--- src/rtl/bsr_pkg.sv ---
package bsr_pkg;
  typedef enum logic [2:0] {
    BM_JTAG = 3'b000,
    BM_QSPI = 3'b001,
    BM_SD   = 3'b101
  } boot_mode_e;

  localparam logic [7:0] CMD_SW_JTAG  = 8'h91;
  localparam logic [7:0] CMD_SW_QSPI  = 8'h92;
  localparam logic [7:0] CMD_SW_SD    = 8'h93;
  localparam logic [7:0] CMD_VSEL_LOW = 8'h61;
  localparam logic [7:0] CMD_VSEL_REL = 8'h64;

  function automatic boot_mode_e strap_to_mode(input logic [1:0] strap);
    case (strap)
      2'b10:   return BM_SD;
      2'b11:   return BM_QSPI;
      default: return BM_JTAG;
    endcase
  endfunction
endpackage

--- src/rtl/bsr_sync.sv ---
module bsr_sync #(
  parameter int unsigned WIDTH  = 1,
  parameter int unsigned STAGES = 2
) (
  input  logic             clk_i,
  input  logic             rst_ni,
  input  logic [WIDTH-1:0] d_i,
  output logic [WIDTH-1:0] q_o
);
  for (genvar i = 0; i < STAGES; i++) begin : gen_stg
    logic [WIDTH-1:0] q;
    logic [WIDTH-1:0] d;
    if (i == 0) begin : gen_first
      assign d = d_i;
    end else begin : gen_next
      assign d = gen_stg[i-1].q;
    end
    always_ff @(posedge clk_i or negedge rst_ni) begin
      if (!rst_ni) q <= '0;
      else         q <= d;
    end
  end

  assign q_o = gen_stg[STAGES-1].q;
endmodule

--- src/rtl/bsr_cmd_regs.sv ---
module bsr_cmd_regs
  import bsr_pkg::*;
#(
  parameter logic [7:0] REG_ADDR = 8'h01
) (
  input  logic       clk_i,
  input  logic       rst_ni,
  input  logic       wr_en_i,
  input  logic [7:0] wr_addr_i,
  input  logic [7:0] wr_data_i,
  output logic       sw_ovr_o,
  output boot_mode_e sw_mode_o,
  output logic       vsel_low_o,
  output logic       force_o
);
  logic       ovr_q, ovr_d;
  boot_mode_e mode_q, mode_d;
  logic       vsel_q, vsel_d;
  logic       hit, sw_cmd;
  boot_mode_e req_mode;

  assign hit = wr_en_i && (wr_addr_i == REG_ADDR);

  always_comb begin
    sw_cmd   = 1'b0;
    req_mode = BM_JTAG;
    case (wr_data_i)
      CMD_SW_JTAG: begin sw_cmd = 1'b1; req_mode = BM_JTAG; end
      CMD_SW_QSPI: begin sw_cmd = 1'b1; req_mode = BM_QSPI; end
      CMD_SW_SD:   begin sw_cmd = 1'b1; req_mode = BM_SD;   end
      default: ;
    endcase
  end

  always_comb begin
    ovr_d   = ovr_q;
    mode_d  = mode_q;
    vsel_d  = vsel_q;
    force_o = 1'b0;
    if (hit) begin
      if (sw_cmd) begin
        // restart only when the effective override actually changes
        force_o = !ovr_q || (mode_q != req_mode);
        ovr_d   = 1'b1;
        mode_d  = req_mode;
      end else if (wr_data_i == CMD_VSEL_LOW) begin
        force_o = !vsel_q;
        vsel_d  = 1'b1;
      end else if (wr_data_i == CMD_VSEL_REL) begin
        force_o = vsel_q;
        vsel_d  = 1'b0;
      end
    end
  end

  always_ff @(posedge clk_i or negedge rst_ni) begin
    if (!rst_ni) begin
      ovr_q  <= 1'b0;
      mode_q <= BM_JTAG;
      vsel_q <= 1'b0;
    end else begin
      ovr_q  <= ovr_d;
      mode_q <= mode_d;
      vsel_q <= vsel_d;
    end
  end

  assign sw_ovr_o   = ovr_q;
  assign sw_mode_o  = mode_q;
  assign vsel_low_o = vsel_q;
endmodule

--- src/rtl/bsr_rst_timer.sv ---
module bsr_rst_timer #(
  parameter int unsigned DLY = 65536
) (
  input  logic clk_i,
  input  logic rst_ni,
  input  logic clr_i,
  output logic active_o
);
  localparam int unsigned CW = $clog2(DLY + 1);
  localparam logic [CW-1:0] DONE = CW'(DLY);

  logic [CW-1:0] cnt_q;

  always_ff @(posedge clk_i or negedge rst_ni) begin
    if (!rst_ni)             cnt_q <= '0;
    else if (clr_i)          cnt_q <= '0;
    else if (cnt_q != DONE)  cnt_q <= cnt_q + 1'b1;
  end

  assign active_o = (cnt_q != DONE);
endmodule

--- src/rtl/boot_rst_seq.sv ---
module boot_rst_seq
  import bsr_pkg::*;
#(
  parameter int unsigned RST_DLY     = 65536,
  parameter int unsigned SYNC_STAGES = 2,
  parameter logic [7:0]  REG_ADDR    = 8'h01
) (
  input  logic       clk_i,
  input  logic       rst_ni,
  input  logic       resin_i,
  input  logic       pg_3v3_i,
  input  logic       pg_all_i,
  input  logic       en_i,
  input  logic       strap_pg_i,
  input  logic       strap_mode_i,
  input  logic       wr_en_i,
  input  logic [7:0] wr_addr_i,
  input  logic [7:0] wr_data_i,
  output logic       fpga_rst_no,
  output logic [2:0] boot_mode_o,
  output logic       pgood_low_o,
  output logic       vsel_low_o,
  output logic       sw_mode_set_o,
  output logic       rst_active_o
);
  localparam int unsigned NIN = 6;

  logic [NIN-1:0] pins_s;
  logic           pwr_ok, force_rst, rst_act;
  logic           sw_ovr, vsel_low;
  boot_mode_e     sw_mode, tgt_mode, bm_q;

  bsr_sync #(.WIDTH(NIN), .STAGES(SYNC_STAGES)) u_sync (
    .clk_i (clk_i),
    .rst_ni(rst_ni),
    .d_i   ({strap_pg_i, strap_mode_i, en_i, pg_all_i, pg_3v3_i, resin_i}),
    .q_o   (pins_s)
  );

  bsr_cmd_regs #(.REG_ADDR(REG_ADDR)) u_cmd (
    .clk_i     (clk_i),
    .rst_ni    (rst_ni),
    .wr_en_i   (wr_en_i),
    .wr_addr_i (wr_addr_i),
    .wr_data_i (wr_data_i),
    .sw_ovr_o  (sw_ovr),
    .sw_mode_o (sw_mode),
    .vsel_low_o(vsel_low),
    .force_o   (force_rst)
  );

  assign pwr_ok = &pins_s[3:0];

  bsr_rst_timer #(.DLY(RST_DLY)) u_tmr (
    .clk_i   (clk_i),
    .rst_ni  (rst_ni),
    .clr_i   (!pwr_ok || force_rst),
    .active_o(rst_act)
  );

  always_comb begin
    if (vsel_low)    tgt_mode = BM_JTAG;
    else if (sw_ovr) tgt_mode = sw_mode;
    else             tgt_mode = strap_to_mode(pins_s[5:4]);
  end

  // pins follow the target only while the SoC is held in reset
  always_ff @(posedge clk_i or negedge rst_ni) begin
    if (!rst_ni)      bm_q <= BM_JTAG;
    else if (rst_act) bm_q <= tgt_mode;
  end

  assign boot_mode_o   = bm_q;
  assign fpga_rst_no   = !rst_act;
  assign rst_active_o  = rst_act;
  assign pgood_low_o   = !(pg_3v3_i && pg_all_i && en_i);
  assign vsel_low_o    = vsel_low;
  assign sw_mode_set_o = sw_ovr;
endmodule

--- config.mk ---
export PLATFORM = sky130hd
export DESIGN_NAME = boot_rst_seq
export DESIGN_NICKNAME = d
export VERILOG_FILES = /design/src/rtl/bsr_pkg.sv /design/src/rtl/bsr_sync.sv /design/src/rtl/bsr_cmd_regs.sv /design/src/rtl/bsr_rst_timer.sv /design/src/rtl/boot_rst_seq.sv
export SDC_FILE = /design/constraint.sdc
export NUM_CORES = 1
export LEC_CHECK = 0
export BUFFER_PORTS_ARGS = -buffer_cell sky130_fd_sc_hd__buf_2
export CELL_PAD_IN_SITES_DETAIL_PLACEMENT = 1
export CELL_PAD_IN_SITES_GLOBAL_PLACEMENT = 1
export CORE_MARGIN = 4
export CORE_UTILIZATION = 40
export DETAILED_ROUTE_END_ITERATION = 8
export PLACE_DENSITY_LB_ADDON = 0.1
export REMOVE_ABC_BUFFERS = 1
export SLEW_MARGIN = 20
export SYNTH_ARGS = -nofsm -noshare
export SYNTH_HDL_FRONTEND = slang
export SYNTH_SLANG_ARGS = --single-unit
--- constraint.sdc ---
create_clock -name clk_i -period 4.5 [get_ports clk_i]
set_clock_uncertainty 0.2 [all_clocks]
set_input_delay 0.45 -clock clk_i [delete_from_list [all_inputs] [get_ports clk_i]]
set_output_delay 0.45 -clock clk_i [all_outputs]
set_load 0.005 [all_outputs]
# Word level (Yosys, flattened, before mapping)
# Cells that the tools add are included.
[word_totals]
inputBits = 25
ff_bits = 37
[classes]
addsub = 1
eq_ne = 10
bitwise = 1
mux = 13
n_reduce_logical = 16
[op_table]
columns = ["op", "n"]
rows = [
  ["2-to-1 mux 17 bit", 2],
  ["equality test 8 bit, second input constant", 3],
  ["adder 17 x 1 -> 17 bit, second input constant", 1],
  ["inequality test 17 bit, second input constant", 1],
  ["equality test 8 x 7 -> 1 bit, second input constant", 2],
  ["case mux 3 bit (2 select lines)", 2],
  ["equality test 8 x 1 -> 1 bit, second input constant", 1],
  ["2-to-1 mux 1 bit", 7],
  ["2-to-1 mux 3 bit", 2],
  ["logical NOT 1 bit", 5],
  ["equality test 2 bit, second input constant", 2],
  ["AND reduction 4 bit", 1],
  ["nonzero test 2 bit", 2],
  ["logical AND 1 bit", 3],
  ["inequality test 3 bit", 1],
  ["AND reduction 3 bit", 1],
  ["OR reduction 3 bit", 1],
  ["logical OR 1 bit", 2],
  ["AND reduction 2 bit", 1],
  ["inverter 1 bit", 1],
]

# Depth between registers and ports, before layout
# Gate-level depths: netlist of the first run.
[logic_depth]
depth_word = 8
mapped_depth = 6
ltp_nobuf = 6

# Cells and area by module
# A second synthesis of the first run with hierarchy kept.
[hier_totals]
cells_unflattened = 157
area_unflattened_um2 = 1695.4
[modules_own_cells]
columns = ["module", "seq_area_each_um2", "area_per_inst_um2", "cells_each", "n_inst"]
rows = [
  ["bsr_rst_timer", 425.4, 888.4, 89, 1],
  ["bsr_cmd_regs", 100.1, 340.3, 39, 1],
  ["bsr_sync", 300.3, 300.3, 12, 1],
  ["boot_rst_seq", 75.1, 166.4, 17, 1],
]

# Worst setup path before layout of the first run
# Ideal clock, no wire load.
[synth_timing]
kind = "input-to-reg"
from = "in wr_data_i[6]"
to = "reg u_tmr.cnt_q[12]"
arrival_ns = 1.749
slack_ns = 2.478
required_ns = 4.227
path_stages = 6
path_buffers = 2
path_cell_list = "and4bb_2 nand3_2 or4_4 buf_6 buf_8 a21oi_2"
[synth_between]
elab_chain_cells = 8
word_cells_on_any_way = 17
cone_classes = "eq/ne: 6; mux: 7; reduce/logical: 4"
[synth_lines]
columns = ["element", "line", "rtl"]
rows = [
  ["start, declared", "boot_rst_seq.sv:18", "input logic [7:0] wr_data_i,"],
  ["equality test 8 bit", "bsr_cmd_regs.sv:27", "case (wr_data_i)"],
  ["case mux 3 bit (2 select lines)", "bsr_cmd_regs.sv:27", ""],
  ["inequality test 3 bit", "bsr_cmd_regs.sv:43", "force_o = !ovr_q || (mode_q != req_mode);"],
  ["logical OR 1 bit", "bsr_cmd_regs.sv:43", ""],
  ["2-to-1 mux 1 bit (*)", "bsr_cmd_regs.sv:41", "if (sw_cmd) begin"],
  ["2-to-1 mux 1 bit (*)", "bsr_cmd_regs.sv:40", "if (hit) begin"],
  ["logical OR 1 bit (*)", "boot_rst_seq.sv:57", ".clr_i (!pwr_ok || force_rst),"],
  ["2-to-1 mux 17 bit / nonzero test 2 bit (equally long branches)", "--", ""],
  ["end signal, assigned", "bsr_rst_timer.sv:17", "else if (cnt_q != DONE) cnt_q <= cnt_q + 1'b1;"],
  ["end, declared", "bsr_rst_timer.sv:12", "logic [CW-1:0] cnt_q;"],
]
# Every way passes the cells marked *; elsewhere a longest branch is shown, timed or not.
# A chain may end at the register's enable or synchronous reset.

# Worst setup path in the final report of the first run
[layout_timing]
from = "reg u_tmr.cnt_q[0]"
to = "out rst_active_o"
[layout_between]
elab_chain_cells = 1
[layout_lines]
columns = ["element", "line", "rtl"]
rows = [
  ["inequality test 17 bit", "bsr_rst_timer.sv:20", "assign active_o = (cnt_q != DONE);"],
  ["end, declared", "boot_rst_seq.sv:24", "output logic rst_active_o"],
]
# No other way between the ends.

==> impl_metrics.py, run 1 <==
metrics = {
    "yosys": {
        "async_reset_ff_frac": 1.000,
        "synth.distinct_cells": 39,
        "ys_ff_latch": 35,
        "netlist.area_leader.share": 0.5014,
        "yosys-top-cells-area": "dfrtp_1 50%, xnor2_1 5.0%, a21oi_2 4.5%, nor4_1 2.5%, xor2_1 2.0%",
        "synth_xor_area_frac": 0.07020,
        "synthSimpleGateAreaFrac": 0.2156,
        "synth_edf_count": 0,
        "synthesis.area_mm2": 0.001747,
        "synth_compound_area_frac": 0.1246,
        "ys_warn_count": 0,
        "netlist_instances": 157,
        "synth_fa_ha_area_frac": 0.01433,
        "synth_ff_type": "dfrtp_1",
        "synth.area.mux_share": 0.03080,
        "yosysTopAreaCell": "dfrtp_1",
        "syn_area_per_cell_um2": 11.13,
        "ys_seq_area_frac": 0.5014,
        "synth_top_family_by_area": "simple AND/OR/NAND/NOR gates",
    },
    "finish": {
        "final_util": 0.4916,
        "nNetsFinal": 219,
        "n_antenna_cell": 0,
        "layout_common_cells": "35 x dfrtp_1, 31 x buf_2, 10 x xnor2_1",
        "syn_to_final_growth_pct": 15.83,
        "layout-drive-gt1-share": 0.3212,
        "layout_commonest_cell": "dfrtp_1",
    },
    "clock_tree": {
        "clock_latency_ns": 0.29,
        "cts_root_buf": "clkbuf_8",
        "cts_buffers": 5,
        "cts_tree": "yes",
        "cts_hold_buf": 0,
        "clock_sinks": 35,
        "clk_pin_slew_ns": 0.08,
        "cts-resized-gates": 0,
        "clock_path_buffers": 2,
        "postCtsSetupBuffers": 0,
        "h-tree-depth": 2,
    },
    "global_route": {
        "grt_pass1_vias": 1462,
        "grtUsageTotal": 0.1723,
        "grt_max_degree": 36,
        "antenna_found_initial": 0,
        "grt_first_pass_wirelength_mm": 7.044,
        "grt-ovfl-total": 0,
    },
    "critical_path": {
        "crit_end": "rst_active_o",
        "critPathMaxFanout": 7,
        "max_stage_delay_ns": 0.45,
        "crit-reg2reg-capture": "u_tmr.cnt_q[16]$_DFFE_PN0P_",
        "r2r_cells": 5,
        "cp_num_cells": 5,
        "startpoint_type": "register",
        "path_cells": "inv_1, ha_1, nor4bb_1, nand4_1, buf_2",
        "crit_slowest_cell": "dfrtp_1",
        "path_buf_inv": 2,
        "r2r-start": "u_tmr.cnt_q[0]$_DFFE_PN0P_",
        "cp-startpoint": "u_tmr.cnt_q[0]$_DFFE_PN0P_",
        "path_class": "register to output port",
        "end_kind": "output port",
        "cpLargestDelayFamily": "simple AND/OR/NAND/NOR gates",
        "arrival_ns": 1.95,
        "worstPathRequired_ns": 3.85,
        "rrSetupSlack_ns": 2.25,
    },
    "floorplanning": {
        "rows": 23,
        "die_h_um": 74.08,
        "top_level_ports": 33,
        "start_util": 0.4244,
        "die-area_mm2": 0.005488,
        "core_mm2": 0.004115,
        "die_w_um": 74.08,
    },
    "route": {
        "drt_iter0_markers": 71,
        "drc": 0,
        "ant_nets": 0,
        "vias_per_cell": 5.745,
        "vias": 1396,
        "finalWirelength_mm": 4.249,
        "wl_per_cell_um": 17.49,
        "drtPass1Iterations": 4,
    },
    "flow_run": {
        "max_cap_viol_count": 0,
    },
    "power_and_ir_drop": {
        "pwr-share-clk": 0.393,
        "power.switching_mw": 0.1466,
        "p_seq_frac": 0.550,
        "leakage_nw": 0.8405,
        "p_int_mw": 0.4416,
        "power.density_mw_per_mm2": 290.8,
        "irDropWorstVdd_mv": 0.1611,
        "p_comb_frac": 0.057,
        "switching_share": 0.2492,
    },
    "sta": {
        "rsz0062_at_grt": "false",
        "setup_viol_count_final": 0,
        "tightest_slew_ns": 0.7929,
        "setup_tns_ns": 0,
        "max_slew_margin": 0.4714,
        "worst_slack_ns": 1.897,
        "period_share": 0.5784,
        "finalHoldViolCount": 0,
        "fin_crit_ns": 2.603,
        "drv_slew": 0,
        "fmax_mhz": 384.2,
    },
    "run_status": {
        "status": "finished, final reports clean",
    },
    "placement": {
        "port_buffers": 31,
        "pre_cts_ws_ns": 1.600,
        "gp_congestion": 0.7646,
        "dp_hpwl_mm": 3.115,
    },
    "hold_path": {
        "hp-class": "primary input to async pin",
    },
}
flip-flops by register name (all words and copies together), names as in the netlist:
| signal | flops |
|---|---|
| boot_mode_o | 2 |
| u_cmd.sw_mode_o | 2 |
| u_cmd.sw_ovr_o | 1 |
| u_cmd.vsel_low_o | 1 |
| u_sync.gen_stg.q | 6 |
| u_sync.q_o | 6 |
| u_tmr.cnt_q | 17 |
kinds of logic (layout without fill, tap and decap cells):
kind of cell / after synthesis / count (layout)
AO/OA/AOI/OAI: 29 / 29
XOR/XNOR: 14 / 14
adder cells (fa/ha/maj): 2 / 2
buffers and inverters: 12 / 48
flip-flops: 35 / 35
multiplexers: 5 / 5
other: 1 / 1
AND/OR/NAND/NOR: 59 / 59
worst reg2reg max path: cells and delay by family, from the launching register on:
family	cells	cell delay, ns
flip-flops	1	0.45
adder cells (fa/ha/maj)	1	0.26
AND/OR/NAND/NOR	3	1.08
AO/OA/AOI/OAI	1	0.18
metrics by stage:
stage / cells / instance area [um2] / total power [mW] / hold WS (ns)
after floorplan: 153 / 1705 / 0.3394 / -0.04559
after global placement: 234 / 1923 / 0.3597 / 0.1334
after detailed placement: 234 / 1923 / 0.3628 / 0.1426
after CTS: 242 / 2012 / 0.5985 / 0.04907
after global routing: 243 / 2023 / 0.6170 / 0.04668
final: 243 / 2023 / 0.5883 / 0.03374
routing by layer:
layer  global-route usage  wire length [um]  vias up
met5                    0                 0        -
met4              0.06237                74        0
met3              0.04595               282        9
met2               0.2894              2101       45
met1               0.2129              1790      701
li1                     -                 -      641
synthesized netlist by cell type (2+ instances only):
master	count
o21ai_0	6
nor4_1	7
nand4_1	5
dfrtp_1	35
xor2_1	4
or4_4	2
nor3b_1	4
a21oi_2	9
mux2_2	3
a21oi_1	4
nor3_1	3
buf_4	2
inv_1	8
nor2_1	8
mux2i_1	2
nand2_1	6
nor4bb_1	3
a22oi_1	4
ha_1	2
nand3_1	6
xnor2_1	10
or3_1	4
or2_2	2
nand3_2	3
cell type report:
class	instances	area, um2
tap	50	62.56
clock inverter	3	20.02
inverter	8	30.03
sequential	35	875.8
clock buffer	5	68.82
timing repair buffer	32	166.4
fill	461	2092
multi-input combinational	110	799.5
power groups by stage:
stage / combinational (mW) / clock [mW] / sequential (mW)
global placement: 0.0308 / 0 / 0.329
CTS: 0.0330 / 0.242 / 0.323
detailed placement: 0.0330 / 0 / 0.330
finish: 0.0334 / 0.231 / 0.323
floorplan: 0.0109 / 0 / 0.328
global route: 0.0380 / 0.255 / 0.324
how the worst min path moves through the flow:
stage,cells past startpoint,slack [ns],end
floorplan,0,-0.05,boot_mode_o[0]$_DFFE_PN0N_
global placement,0,0.13,u_sync.q_o[0]$_DFF_PN0_
detailed placement,0,0.14,u_sync.q_o[2]$_DFF_PN0_
CTS,1,0.05,u_cmd.vsel_low_o$_DFFE_PN0P_
global route,1,0.05,u_sync.gen_stg[0].q[5]$_DFF_PN0_
finish,1,0.03,u_cmd.vsel_low_o$_DFFE_PN0P_
No activity file was read; power rests on OpenSTA's default activity.
==> inputs of run 2 (changes only) <==
CORE_UTILIZATION = 38   (was 40)
clock period = 2.3 ns   (was 4.5 ns; I/O delays follow)
==> run 2 against run 1 <==
Net effect: non-clock buffer count is 10 higher; combinational power is 130% higher; clock power grew 140%; worst hold slack improved by 0.018 ns; highest routed layer unchanged.
==> impl_metrics.py, run 2 (synthesized netlist as in run 1, its figures left out) <==
metrics = {
    "critical_path": {
        "max_stage_delay_ns": 0.44,
        "worstPathRequired_ns": 2.27,
        "crit-reg2reg-capture": "boot_mode_o[2]$_DFFE_PN0N_",
        "crit_top_cell": "buf_4",
        "r2r-start": "u_tmr.cnt_q[0]$_DFFE_PN0P_",
        "path_class": "register to register",
        "critPathMaxFanout": 5,
        "startpoint_type": "register",
        "end_kind": "register",
        "r2r_cells": 7,
        "crit_slowest_cell": "dfrtp_1",
        "path_cells": "inv_1, ha_1, nor4bb_1, nand4_1, buf_4, buf_4, mux2_2",
        "arrival_ns": 2.13,
        "rrSetupSlack_ns": 0.15,
    },
    "finish": {
        "regMostFlops": "u_tmr.cnt_q",
        "multi_input_area_um2": 799.5,
        "layout_common_cells": "35 x dfrtp_1, 31 x buf_2, 10 x xnor2_1",
        "seqCellArea_um2": 875.8,
        "layout-drive-gt1-share": 0.3202,
        "nNetsFinal": 229,
        "final_cells": 255,
        "n_antenna_cell": 0,
        "syn_to_final_growth_pct": 23.14,
        "largest_reg_flops": 17,
        "fillCellCount": 498,
        "layout_commonest_cell": "dfrtp_1",
    },
    "placement": {
        "pre_cts_ws_ns": 0.2555,
        "dp_hpwl_mm": 2.802,
        "port_buffers": 31,
        "placed_cells": 238,
        "gp_congestion": 0.7784,
    },
    "global_route": {
        "grt_max_degree": 36,
        "grtUsageTotal": 0.1509,
        "antenna_found_initial": 0,
        "grt-ovfl-total": 0,
        "grt_first_pass_wirelength_mm": 6.568,
        "grt_pass1_vias": 1387,
    },
    "sta": {
        "rsz0062_at_grt": "false",
        "tightest_slew_ns": 0.7676,
        "fmax_mhz": 464.2,
        "setup_viol_count_final": 0,
        "worst_slack_ns": 0.1456,
        "max_slew_margin": 0.4883,
        "fin_crit_ns": 2.154,
        "period_share": 0.9367,
        "finalHoldViolCount": 0,
        "fin_hold_ws_ns": 0.05190,
        "setup_tns_ns": 0,
        "drv_slew": 0,
    },
    "hold_path": {
        "holdCritStartpoint": "wr_data_i[0]",
        "whs_path_depth": 2,
        "min_to": "u_cmd.vsel_low_o$_DFFE_PN0P_",
        "hp-class": "primary input to register",
    },
    "clock_tree": {
        "clock_latency_ns": 0.29,
        "clock_sinks": 35,
        "cts_buffers": 5,
        "cts-resized-gates": 0,
        "cts_tree": "yes",
        "clock_path_buffers": 2,
        "cts_root_buf": "clkbuf_8",
        "h-tree-depth": 2,
        "clk_pin_slew_ns": 0.08,
    },
    "route": {
        "wl_per_cell_um": 15.32,
        "vias": 1332,
        "finalWirelength_mm": 3.907,
        "drc": 0,
        "ant_nets": 0,
        "vias_per_cell": 5.224,
        "drtPass1Iterations": 4,
        "drt_iter0_markers": 69,
    },
    "power_and_ir_drop": {
        "p_int_mw": 0.9855,
        "switching_share": 0.2165,
        "power.density_mw_per_mm2": 584.8,
        "pwr-share-clk": 0.437,
        "p_comb_frac": 0.060,
        "p_seq_frac": 0.503,
        "leakage_nw": 0.9045,
        "irDropWorstVdd_mv": 0.3476,
        "power.switching_mw": 0.2724,
    },
    "floorplanning": {
        "die-area_mm2": 0.005745,
        "rows": 24,
        "die_h_um": 75.80,
        "top_level_ports": 33,
        "start_util": 0.3957,
        "die_w_um": 75.80,
        "core_mm2": 0.004414,
    },
    "flow_run": {
        "max_cap_viol_count": 0,
    },
    "run_status": {
        "status": "finished, final reports clean",
    },
}
run 2: cell count changes in the layout (fill, tap and decap cells not counted):
cell | before | now
bufinv_16 | 0 | 1
clkinvlp_4 | 2 | 0
buf_4 | 0 | 3
dlygate4sd3_1 | 0 | 7
buf_6 | 1 | 0
clkinv_4 | 0 | 1
buf_12 | 0 | 1
run 2: cell type report:
| class | count | area share |
|---|---|---|
| Sequential cell | 35 | 0.4072 |
| Multi-Input combinational cell | 110 | 0.3717 |
| Timing Repair Buffer | 42 | 0.1245 |
| Clock buffer | 5 | 0.03200 |
| Tap cell | 52 | 0.03025 |
| Clock inverter | 3 | 0.02036 |
| Inverter | 8 | 0.01396 |
run 2: through the flow:
step	util	power (mW)	instance area, um2
final	0.4872	1.258	2151
after global routing	0.4872	1.322	2151
after floorplan	-	0.6640	1705
after detailed placement	0.4425	0.7115	1953
after global placement	0.4425	0.7075	1953
after CTS	0.4855	1.285	2143
run 2: critical path, delay by kind of cell (launching register included):
family	cells	cell delay, ns
adder cells (fa/ha/maj)	1	0.16
buffers and inverters	3	0.42
flip-flops	1	0.44
multiplexers	1	0.27
AND/OR/NAND/NOR	2	0.54
run 2: metal layers:
metal	vias up	routed length, um	GRT usage	part of all wire
li1	657	-	-	-
met2	30	1844	0.2481	0.47
met3	3	209	0.03958	0.053
met4	0	27	0.04078	0.0069
met5	-	0	0	0
met1	642	1825	0.1962	0.47
run 2: power by group through the flow:
stage	Clock (mW)	Combinational, mW	Sequential [mW]
floorplan	0	0.0213	0.643
global placement	0	0.0642	0.643
detailed placement	0	0.0669	0.645
CTS	0.576	0.0769	0.632
global route	0.602	0.0859	0.633
finish	0.550	0.0752	0.633
run 2: timing repair:
item                                    4_1_cts  5_1_grt
endpoints found under the setup margin        2        1
hold buffers                                  7        0
pin swaps                                     1        1
setup buffers                                 1        1
endpoints found under the hold margin        41        0
run 2: worst max-delay path by stage:
stage	endpoint	depth (start not counted)	from
after global placement	u_tmr.cnt_q[2]$_DFFE_PN0P_	5	wr_data_i[2]
after global routing	fpga_rst_no	6	u_tmr.cnt_q[0]$_DFFE_PN0P_
after CTS	fpga_rst_no	6	u_tmr.cnt_q[0]$_DFFE_PN0P_
final	boot_mode_o[2]$_DFFE_PN0N_	7	u_tmr.cnt_q[0]$_DFFE_PN0P_
after floorplan	u_tmr.cnt_q[13]$_DFFE_PN0P_	4	wr_data_i[4]
after detailed placement	boot_mode_o[2]$_DFFE_PN0N_	5	u_tmr.cnt_q[0]$_DFFE_PN0P_
